File: src/rtl/aclk_pkg.sv
package aclk_pkg;

  typedef enum logic [2:0] {
    LK_COLD  = 3'd0,
    LK_START = 3'd1,
    LK_RUN   = 3'd2,
    LK_DOWN  = 3'd3,
    LK_TEST  = 3'd4
  } lk_mode_t;

  // index of the last bit of slot 2, counted from frame start
  function automatic int slot2_last(int slot0_bits, int slot_bits);
    return slot0_bits + 2 * slot_bits - 1;
  endfunction

  // counter width able to hold values 0..n
  function automatic int cnt_width(int n);
    return (n < 2) ? 1 : $clog2(n + 1);
  endfunction

endpackage

File: src/rtl/aclk_bitdiv.sv
module aclk_bitdiv #(
  parameter int FRAME_BITS = 256,
  parameter int S2_LAST    = 55
) (
  input  logic clk,
  input  logic rst_n,
  input  logic div_en,
  input  logic run,
  input  logic sync_rise,
  output logic ph,
  output logic slot2_end
);
  localparam int PW = $clog2(FRAME_BITS);

  logic [PW-1:0] pos;

  always_ff @(posedge clk) begin
    if (!rst_n || !div_en) ph <= 1'b0;
    else                   ph <= ~ph;
  end

  always_ff @(posedge clk) begin
    if (!rst_n || !run || sync_rise) pos <= '0;
    else if (ph)                     pos <= (pos == PW'(FRAME_BITS - 1)) ? '0 : pos + 1'b1;
  end

  assign slot2_end = run && ph && (pos == PW'(S2_LAST));
endmodule

File: src/rtl/aclk_syncmeter.sv
module aclk_syncmeter #(
  parameter int WARM_MIN = 24
) (
  input  logic clk,
  input  logic rst_n,
  input  logic armed,
  input  logic sync,
  output logic sync_rise,
  output logic warm_hit
);
  localparam int WW = aclk_pkg::cnt_width(WARM_MIN);

  logic          sync_q;
  logic [WW-1:0] wid;

  always_ff @(posedge clk) begin
    if (!rst_n) sync_q <= 1'b0;
    else        sync_q <= sync;
  end

  always_ff @(posedge clk) begin
    if (!rst_n || !armed || !sync) wid <= '0;
    else if (wid != WW'(WARM_MIN)) wid <= wid + 1'b1;
  end

  assign sync_rise = sync && !sync_q;
  assign warm_hit  = armed && !sync && (wid == WW'(WARM_MIN));
endmodule

File: src/rtl/aclk_seq.sv
module aclk_seq
  import aclk_pkg::*;
#(
  parameter int START_DLY = 4
) (
  input  logic     clk,
  input  logic     rst_n,
  input  logic     sdata_out,
  input  logic     pd_cmd,
  input  logic     slot2_end,
  input  logic     warm_hit,
  output lk_mode_t mode
);
  localparam int CW = cnt_width(START_DLY);

  logic [CW-1:0] cnt;
  logic          pend;

  always_ff @(posedge clk) begin
    if (!rst_n) begin
      mode <= LK_COLD;
      cnt  <= '0;
    end else begin
      unique case (mode)
        LK_COLD: begin
          cnt  <= '0;
          mode <= sdata_out ? LK_TEST : LK_START;
        end
        LK_START: begin
          if (cnt == CW'(START_DLY - 1)) mode <= LK_RUN;
          else                           cnt  <= cnt + 1'b1;
        end
        LK_RUN:  if (slot2_end && (pend || pd_cmd)) mode <= LK_DOWN;
        LK_DOWN: begin
          cnt <= '0;
          if (warm_hit) mode <= LK_START;
        end
        default: mode <= LK_TEST;
      endcase
    end
  end

  always_ff @(posedge clk) begin
    if (!rst_n || mode != LK_RUN) pend <= 1'b0;
    else                          pend <= pend || pd_cmd;
  end
endmodule

File: src/rtl/aclink_pwr_ctl.sv
module aclink_pwr_ctl
  import aclk_pkg::*;
#(
  parameter int FRAME_BITS = 256,
  parameter int SLOT0_BITS = 16,
  parameter int SLOT_BITS  = 20,
  parameter int START_DLY  = 4,
  parameter int WARM_MIN   = 24
) (
  input  logic mclk,
  input  logic rst_pin_n,
  input  logic sync,
  input  logic sdata_out,
  input  logic pd_cmd,
  output logic bit_clk,
  output logic bit_clk_en,
  output logic div_en,
  output logic sdin_en,
  output logic pad_oe,
  output logic regs_rst
);
  localparam int S2_LAST = slot2_last(SLOT0_BITS, SLOT_BITS);

  lk_mode_t mode;
  logic     ph;
  logic     slot2_end;
  logic     sync_rise;
  logic     warm_hit;
  logic     running;
  logic     armed;

  assign running = (mode == LK_RUN);
  assign armed   = (mode == LK_DOWN);

  aclk_seq #(.START_DLY(START_DLY)) u_seq (
    .clk(mclk), .rst_n(rst_pin_n), .sdata_out(sdata_out), .pd_cmd(pd_cmd),
    .slot2_end(slot2_end), .warm_hit(warm_hit), .mode(mode)
  );

  aclk_bitdiv #(.FRAME_BITS(FRAME_BITS), .S2_LAST(S2_LAST)) u_div (
    .clk(mclk), .rst_n(rst_pin_n), .div_en(div_en), .run(running),
    .sync_rise(sync_rise), .ph(ph), .slot2_end(slot2_end)
  );

  aclk_syncmeter #(.WARM_MIN(WARM_MIN)) u_meter (
    .clk(mclk), .rst_n(rst_pin_n), .armed(armed), .sync(sync),
    .sync_rise(sync_rise), .warm_hit(warm_hit)
  );

  assign div_en     = (mode == LK_START) || running;
  assign bit_clk_en = running;
  assign bit_clk    = running && ph;
  assign sdin_en    = running;
  assign pad_oe     = (mode != LK_TEST);
  assign regs_rst   = (mode == LK_COLD);
endmodule

File: config.mk
export PLATFORM = sky130hd
export DESIGN_NAME = aclink_pwr_ctl
export DESIGN_NICKNAME = d
export VERILOG_FILES = /design/src/rtl/aclk_pkg.sv /design/src/rtl/aclk_bitdiv.sv /design/src/rtl/aclk_syncmeter.sv /design/src/rtl/aclk_seq.sv /design/src/rtl/aclink_pwr_ctl.sv
export SDC_FILE = /design/constraint.sdc
export NUM_CORES = 1
export LEC_CHECK = 0
export BUFFER_PORTS_ARGS = -buffer_cell sky130_fd_sc_hd__buf_4
export CORE_UTILIZATION = 56
export DETAILED_ROUTE_END_ITERATION = 7
export HOLD_SLACK_MARGIN = 0.1
export PLACE_DENSITY = 0.75
export SYNTH_ARGS = -nofsm -noshare
export SYNTH_HDL_FRONTEND = slang
export SYNTH_SLANG_ARGS = --single-unit
File: constraint.sdc
create_clock -name mclk -period 2.14 [get_ports mclk]
set_clock_uncertainty 0.2 [all_clocks]
set_input_delay 0.214 -clock mclk [delete_from_list [all_inputs] [get_ports mclk]]
set_output_delay 0.214 -clock mclk [all_outputs]
set_load 0.01 [all_outputs]
==> After elaboration in Yosys (flattened, before gate mapping) <==
Index checks and enable logic that the tools add are counted.
{ "totals": {"ff_bits": 22, "in_bits": 5, "output_inout_bits": 6, "elab_cells": 58} }
{ "op_classes": {"n_addsub": 3, "n_eq_ne": 14, "n_mux": 8, "bitwise_logic": 1, "reduce_logical": 25} }
{ "ops": {"columns": ["operator", "n"], "rows": [
  ["3-bit 2-to-1 mux", 5],
  ["3-bit case mux with 4 select lines", 1],
  ["3-bit by 2-bit equality test with 1-bit output (second input constant)", 3],
  ["8-bit by 1-bit adder with 8-bit output (second input constant)", 1],
  ["8-bit by 6-bit equality test with 1-bit output (second input constant)", 1],
  ["8-bit equality test (second input constant)", 1],
  ["1-bit logical OR", 8],
  ["8-bit 2-to-1 mux", 1],
  ["1-bit logical AND", 6],
  ["1-bit logical NOT", 6],
  ["3-bit case mux with 2 select lines", 1],
  ["5-bit by 1-bit adder with 5-bit output (second input constant)", 1],
  ["5-bit equality test (second input constant)", 1],
  ["5-bit != test (second input constant)", 1],
  ["2-bit by 1-bit != test with 1-bit output (second input constant)", 2],
  ["2-bit != test (second input constant)", 2],
  ["3-bit by 1-bit adder with 3-bit output (second input constant)", 1],
  ["3-bit by 1-bit equality test with 1-bit output (second input constant)", 1],
  ["3-bit logical NOT", 1],
  ["3-bit by 2-bit != test with 1-bit output (second input constant)", 1],
  ["3-bit != test (second input constant)", 1],
  ["3-bit AND reduction", 1],
  ["2-bit AND reduction", 1],
  ["2-bit nonzero test", 1],
  ["2 further kinds", 2]
]} }

==> Longest topological paths before layout <==
{ "depth": {"ltp_word": 6, "ltp_mapped": 5, "ltp_nobuf": 5} }

==> Modules after synthesis <==
From an unflattened synthesis, not the netlist that was laid out.
{ "unflattened": {"hier_cells": 123, "hier_area_um2": 1104.8} }
{ "by_module_without_submodules": {"columns": ["mod", "n_inst", "cells_each", "area_each_um2", "seq_area_each_um2"], "rows": [
  ["aclk_bitdiv", 1, 45, 411.6, 180.2],
  ["aclk_syncmeter", 1, 34, 329.1, 120.1],
  ["aclk_seq", 1, 34, 305.3, 140.1],
  ["aclink_pwr_ctl", 1, 10, 58.8, 0.0]
]} }

==> Worst setup path after synthesis <==
OpenSTA, ideal clock, no wires.
{ "synth_timing": {"path_kind": "reg2reg", "start": "reg u_div.pos[0]", "end": "reg u_seq.mode[0]", "setup_ps": 79, "arrival_time_ps": 1607, "required_time_ps": 1861, "slack_ps": 254, "stages_incl_launch_ff": 5, "period_less_slack_ps": 1886, "path_cell_list": "dfxtp_1 ha_1 or4b_1 or4_1 a211oi_2"} }
{ "synth_via": {"elab_chain_cells": 5} }
{ "synth_rtl": {"columns": ["element", "line", "rtl"], "rows": [
  ["start: declaration", "aclk_bitdiv.sv:15", "logic [PW-1:0] pos;"],
  ["start signal: assignment", "aclk_bitdiv.sv:24", "else if (ph) pos <= (pos == PW'(FRAME_BITS - 1)) ? '0 : pos + 1'b1;"],
  ["8-bit by 6-bit equality test with 1-bit output", "aclk_bitdiv.sv:27", "assign slot2_end = run && ph && (pos == PW'(S2_LAST));"],
  ["1-bit logical AND", "aclk_bitdiv.sv:27", null],
  ["1-bit logical AND", "aclk_seq.sv:33", "LK_RUN: if (slot2_end && (pend || pd_cmd)) mode <= LK_DOWN;"],
  ["2-bit by 1-bit != test with 1-bit output (no source line)", null, null],
  ["3-bit AND reduction (no source line)", null, null],
  ["end signal: assignment", "aclk_seq.sv:27", "mode <= sdata_out ? LK_TEST : LK_START;"],
  ["end: declaration", "aclk_seq.sv:12", "output lk_mode_t mode"]
]} }
Every way passes these cells.
A chain may end at the register's enable or synchronous reset.

==> Worst setup path in the final report <==
Ends and elaborated chain as after synthesis.

==> impl_metrics.toml <==
[outcome]
outcome = "finished clean"

[finish]
post_route_cells_drive_above_1_share_pct = 12.77
area.growth.synth_to_final_pct = 18.63
fin_nets = 152
fillers = 156
number_of_inserted_diodes = 0
final_cell_count_no_fill = 166

[synthesis]
asyncSetResetFlopFracSynth_pct = 0
number_of_enable_flip_flop_cells_after_synthesis = 0
number_of_warnings_issued_by_yosys = 0
synth_cell_types = 34
synth_area_um2 = 1075
ys_dominant_reg_cell = "sky130_fd_sc_hd__dfxtp_1"
yosys_register_bits = 22
syn_inst = 125
yosysSeqAreaShare_pct = 40.98
postSynthNetCount = 135
synth_area_per_cell_um2 = 8.598

[global_routing]
grt_max_degree = 14
grt.total_usage_pct = 24.67
number_of_global_route_vias_before_repair = 838
grt.overflow.total = 0
grt_pass1_wl_um = 3657
initial_antenna_violation_count = 0

[clock_network]
post_cts.resized_instances = 0
worst_skew_pair.late_latency_ps = 320
tritoncts_num_sinks = 22
cts-root-buf = "sky130_fd_sc_hd__clkbuf_4"
clock_pin_slew_on_the_worst_setup_and_hold_paths_ps = 130
cts_max_path_buffers = 2
tritoncts.num_buffers = 3
tritoncts = "done"
cts_max_level = 1

[power]
comb_power_share_pct = 7.5
p_seq_share_pct = 52.4
static-leakage-power_nw = 0.4699
fin_total_pwr_w = 0.0008112
intPower_w = 0.0006394
netSwitchingPower_w = 0.0001718
p_per_area_nw_per_um2 = 636.2
switching_share_pct = 21.18
power.share.clock_pct = 40.1
ir_worst_vdd_mv = 0.6168

[drt]
antenna_left = 0
num_vias = 912
route.met3.wl_um = 62
routed_wirelength_um = 2202
vias_per_cell = 5.494
post-route-drc-count = 0
1st_pass_router_iterations = 4
routed-wl-met2_um = 1080
detail_route.wirelength.met1_um = 1019
highest-signal-layer = "met4"
detail_route.iter0.violations = 14
wire_per_inst_um = 13.27

[worst_setup_path]
worstSetupEndpointType = "flip-flop"
critPathArrivalTime_ps = 2070
ff2ff_path_depth = 4
worst_ep_required_time_ps = 2200
critPathLaunchType = "flip-flop"
regToRegEndpoint = "u_seq.mode[0]"
reg2reg_setup_slack_ps = 130
critical_path_type = "flip-flop to flip-flop"
critical_path.max_fanout = 5
crit-reg2reg-launch = "u_div.pos[0]"

[timing]
report.final.setup_viol = 0
period_utilisation_layout_pct = 94.14
finalCriticalPeriod_ps = 2015
timing.final.ws_setup_ps = 125.5
grt_setup_unrepaired = "false"
setup_total_negative_slack_ps = 0
clock.fmax_mhz = 496.4
timing.hold.ws_ps = 101.8
final_max_slew_viol_count = 0
timing.max_slew.rel_slack_pct = 69.03
worst-slew-pin-transition_ps = 461.0
timing_hold_violations_final = 0

[min_path]
worstHoldPathType = "input pin to flip-flop"
hold_path_depth = 4
min-delay-start = "sdata_out"
timing.hold.worst_endpoint = "u_seq.mode[0]"

[floorplan]
core_area_um2 = 1764
fp.dieW_um = 45.81
initial_core_util_pct = 60.92
die_h_um = 45.81
floorplan.die_area_um2 = 2099
total_number_of_placement_rows = 15
top_level_ports = 11

[place]
portBuffers = 10
detailedPlace.worstSlack_ps = 174.6
dpl.cell_count = 157
finalWeightedCongestion = 0.7158
dp.final_hpwl_um = 1535

[flow_run]
maxCapViolations = 0
power groups by stage:
| stage | Sequential (W) | Combinational (W) | Clock [W] |
|---|---|---|---|
| 2_1_floorplan | 0.000428 | 0.0000349 | 0 |
| 3_3_place_gp | 0.000433 | 0.0000510 | 0 |
| 3_5_place_dp | 0.000434 | 0.0000526 | 0 |
| 4_1_cts | 0.000425 | 0.0000609 | 0.000326 |
| 5_1_grt | 0.000426 | 0.0000679 | 0.000339 |
| 6_report | 0.000425 | 0.0000610 | 0.000325 |
state kept, by name (all words and copies together) (netlist names):
signal / count
u_div.ph: 1
u_seq.mode: 3
u_div.pos: 8
u_meter.sync_q: 1
u_meter.wid: 5
u_seq.cnt: 3
u_seq.pend: 1
Yosys cell counts (4+ instances only):
| master | n | area, um^2 |
|---|---|---|
| sky130_fd_sc_hd__a21oi_1 | 5 | 25.02 |
| sky130_fd_sc_hd__and2_1 | 5 | 31.28 |
| sky130_fd_sc_hd__dfxtp_1 | 22 | 440.4 |
| sky130_fd_sc_hd__ha_1 | 5 | 62.56 |
| sky130_fd_sc_hd__inv_1 | 4 | 15.01 |
| sky130_fd_sc_hd__nand2_1 | 9 | 33.78 |
| sky130_fd_sc_hd__nand2b_1 | 4 | 25.02 |
| sky130_fd_sc_hd__nand3_1 | 6 | 30.03 |
| sky130_fd_sc_hd__nor2_1 | 12 | 45.04 |
| sky130_fd_sc_hd__nor3_1 | 7 | 35.03 |
| sky130_fd_sc_hd__o21ai_0 | 4 | 20.02 |
| sky130_fd_sc_hd__o21ai_1 | 5 | 25.02 |
| sky130_fd_sc_hd__xor2_1 | 6 | 52.55 |
area by class of cell:
cell class / instances / area (um^2) / area share, %
clock inverter: 1 / 30.03 / 2.355
timing repair buffer: 17 / 140.1 / 10.99
multi-input combinational: 94 / 595.6 / 46.71
clock buffer: 3 / 22.52 / 1.766
inverter: 4 / 15.01 / 1.178
sequential: 22 / 440.4 / 34.54
tap: 25 / 31.28 / 2.453
how the worst max path moves through the flow:
stage / start / to / slack (ps) / cells past startpoint
floorplan: u_div.pos[0] / u_seq.mode[0] / 250 / 4
detailed placement: u_div.pos[0] / u_seq.mode[0] / 170 / 4
finish: u_div.pos[0] / u_seq.mode[0] / 130 / 4
global placement: u_div.pos[0] / u_seq.mode[0] / 210 / 4
global route: u_div.pos[0] / u_seq.mode[0] / 50 / 4
CTS: u_div.pos[0] / u_seq.mode[0] / 140 / 4
worst max-delay path: stages (launching register included):
cell and delay (ps):
sky130_fd_sc_hd__dfxtp_1 440, sky130_fd_sc_hd__ha_1 230, sky130_fd_sc_hd__or4b_1 440, sky130_fd_sc_hd__or4_1 430
sky130_fd_sc_hd__a211oi_2 220
timing repair:
action                    in CTS  in global routing
hold buffers                   5                  0
hold endpoints to repair       9                  0
buffers inserted               0                  0
layer usage:
layer | vias up | GRT usage, %
li1 | 468 | -
met1 | 421 | 31.23
met2 | 18 | 42.29
met3 | 5 | 2.381
met4 | 0 | 10.59
met5 | - | 0
metrics by stage:
| stage | utilization (%) | instance area, um^2 |
|---|---|---|
| after CTS | 72.27 | 1275 |
| after floorplan | - | 1075 |
| final | 72.27 | 1275 |
| after global placement | 66.45 | 1172 |
| after detailed placement | 66.45 | 1172 |
| after global routing | 72.27 | 1275 |
placed cells by master (no fill, tap or decap), types with 2 or more instances in the layout:
cell type	instances
sky130_fd_sc_hd__a21oi_1	5
sky130_fd_sc_hd__nor2b_1	2
sky130_fd_sc_hd__nor3_1	7
sky130_fd_sc_hd__dlygate4sd3_1	5
sky130_fd_sc_hd__a21boi_1	3
sky130_fd_sc_hd__buf_4	12
sky130_fd_sc_hd__inv_1	4
sky130_fd_sc_hd__clkbuf_4	3
sky130_fd_sc_hd__or3_1	2
sky130_fd_sc_hd__o21ai_1	5
sky130_fd_sc_hd__nand2_1	9
sky130_fd_sc_hd__or4_1	2
sky130_fd_sc_hd__nand3_1	6
sky130_fd_sc_hd__ha_1	5
sky130_fd_sc_hd__o21ai_0	4
sky130_fd_sc_hd__xnor2_1	2
sky130_fd_sc_hd__nand2b_1	4
sky130_fd_sc_hd__dfxtp_1	22
sky130_fd_sc_hd__and2_1	5
sky130_fd_sc_hd__nor2_1	12
sky130_fd_sc_hd__xor2_1	6
sky130_fd_sc_hd__nand4_1	2
sky130_fd_sc_hd__mux2i_1	2
logic make-up (layout without fill, tap and decap cells):
group | count (synthesis) | count (layout) | synth area share [%]
simple gates | 58 | 58 | 29.34
mux | 2 | 2 | 1.863
fa+ha+maj | 5 | 5 | 5.821
xor+xnor | 8 | 8 | 6.519
compound gates | 21 | 21 | 11.87
flops | 22 | 22 | 40.98
buf+inv | 9 | 25 | 3.608
No activity file was read; power rests on OpenSTA's default activity.
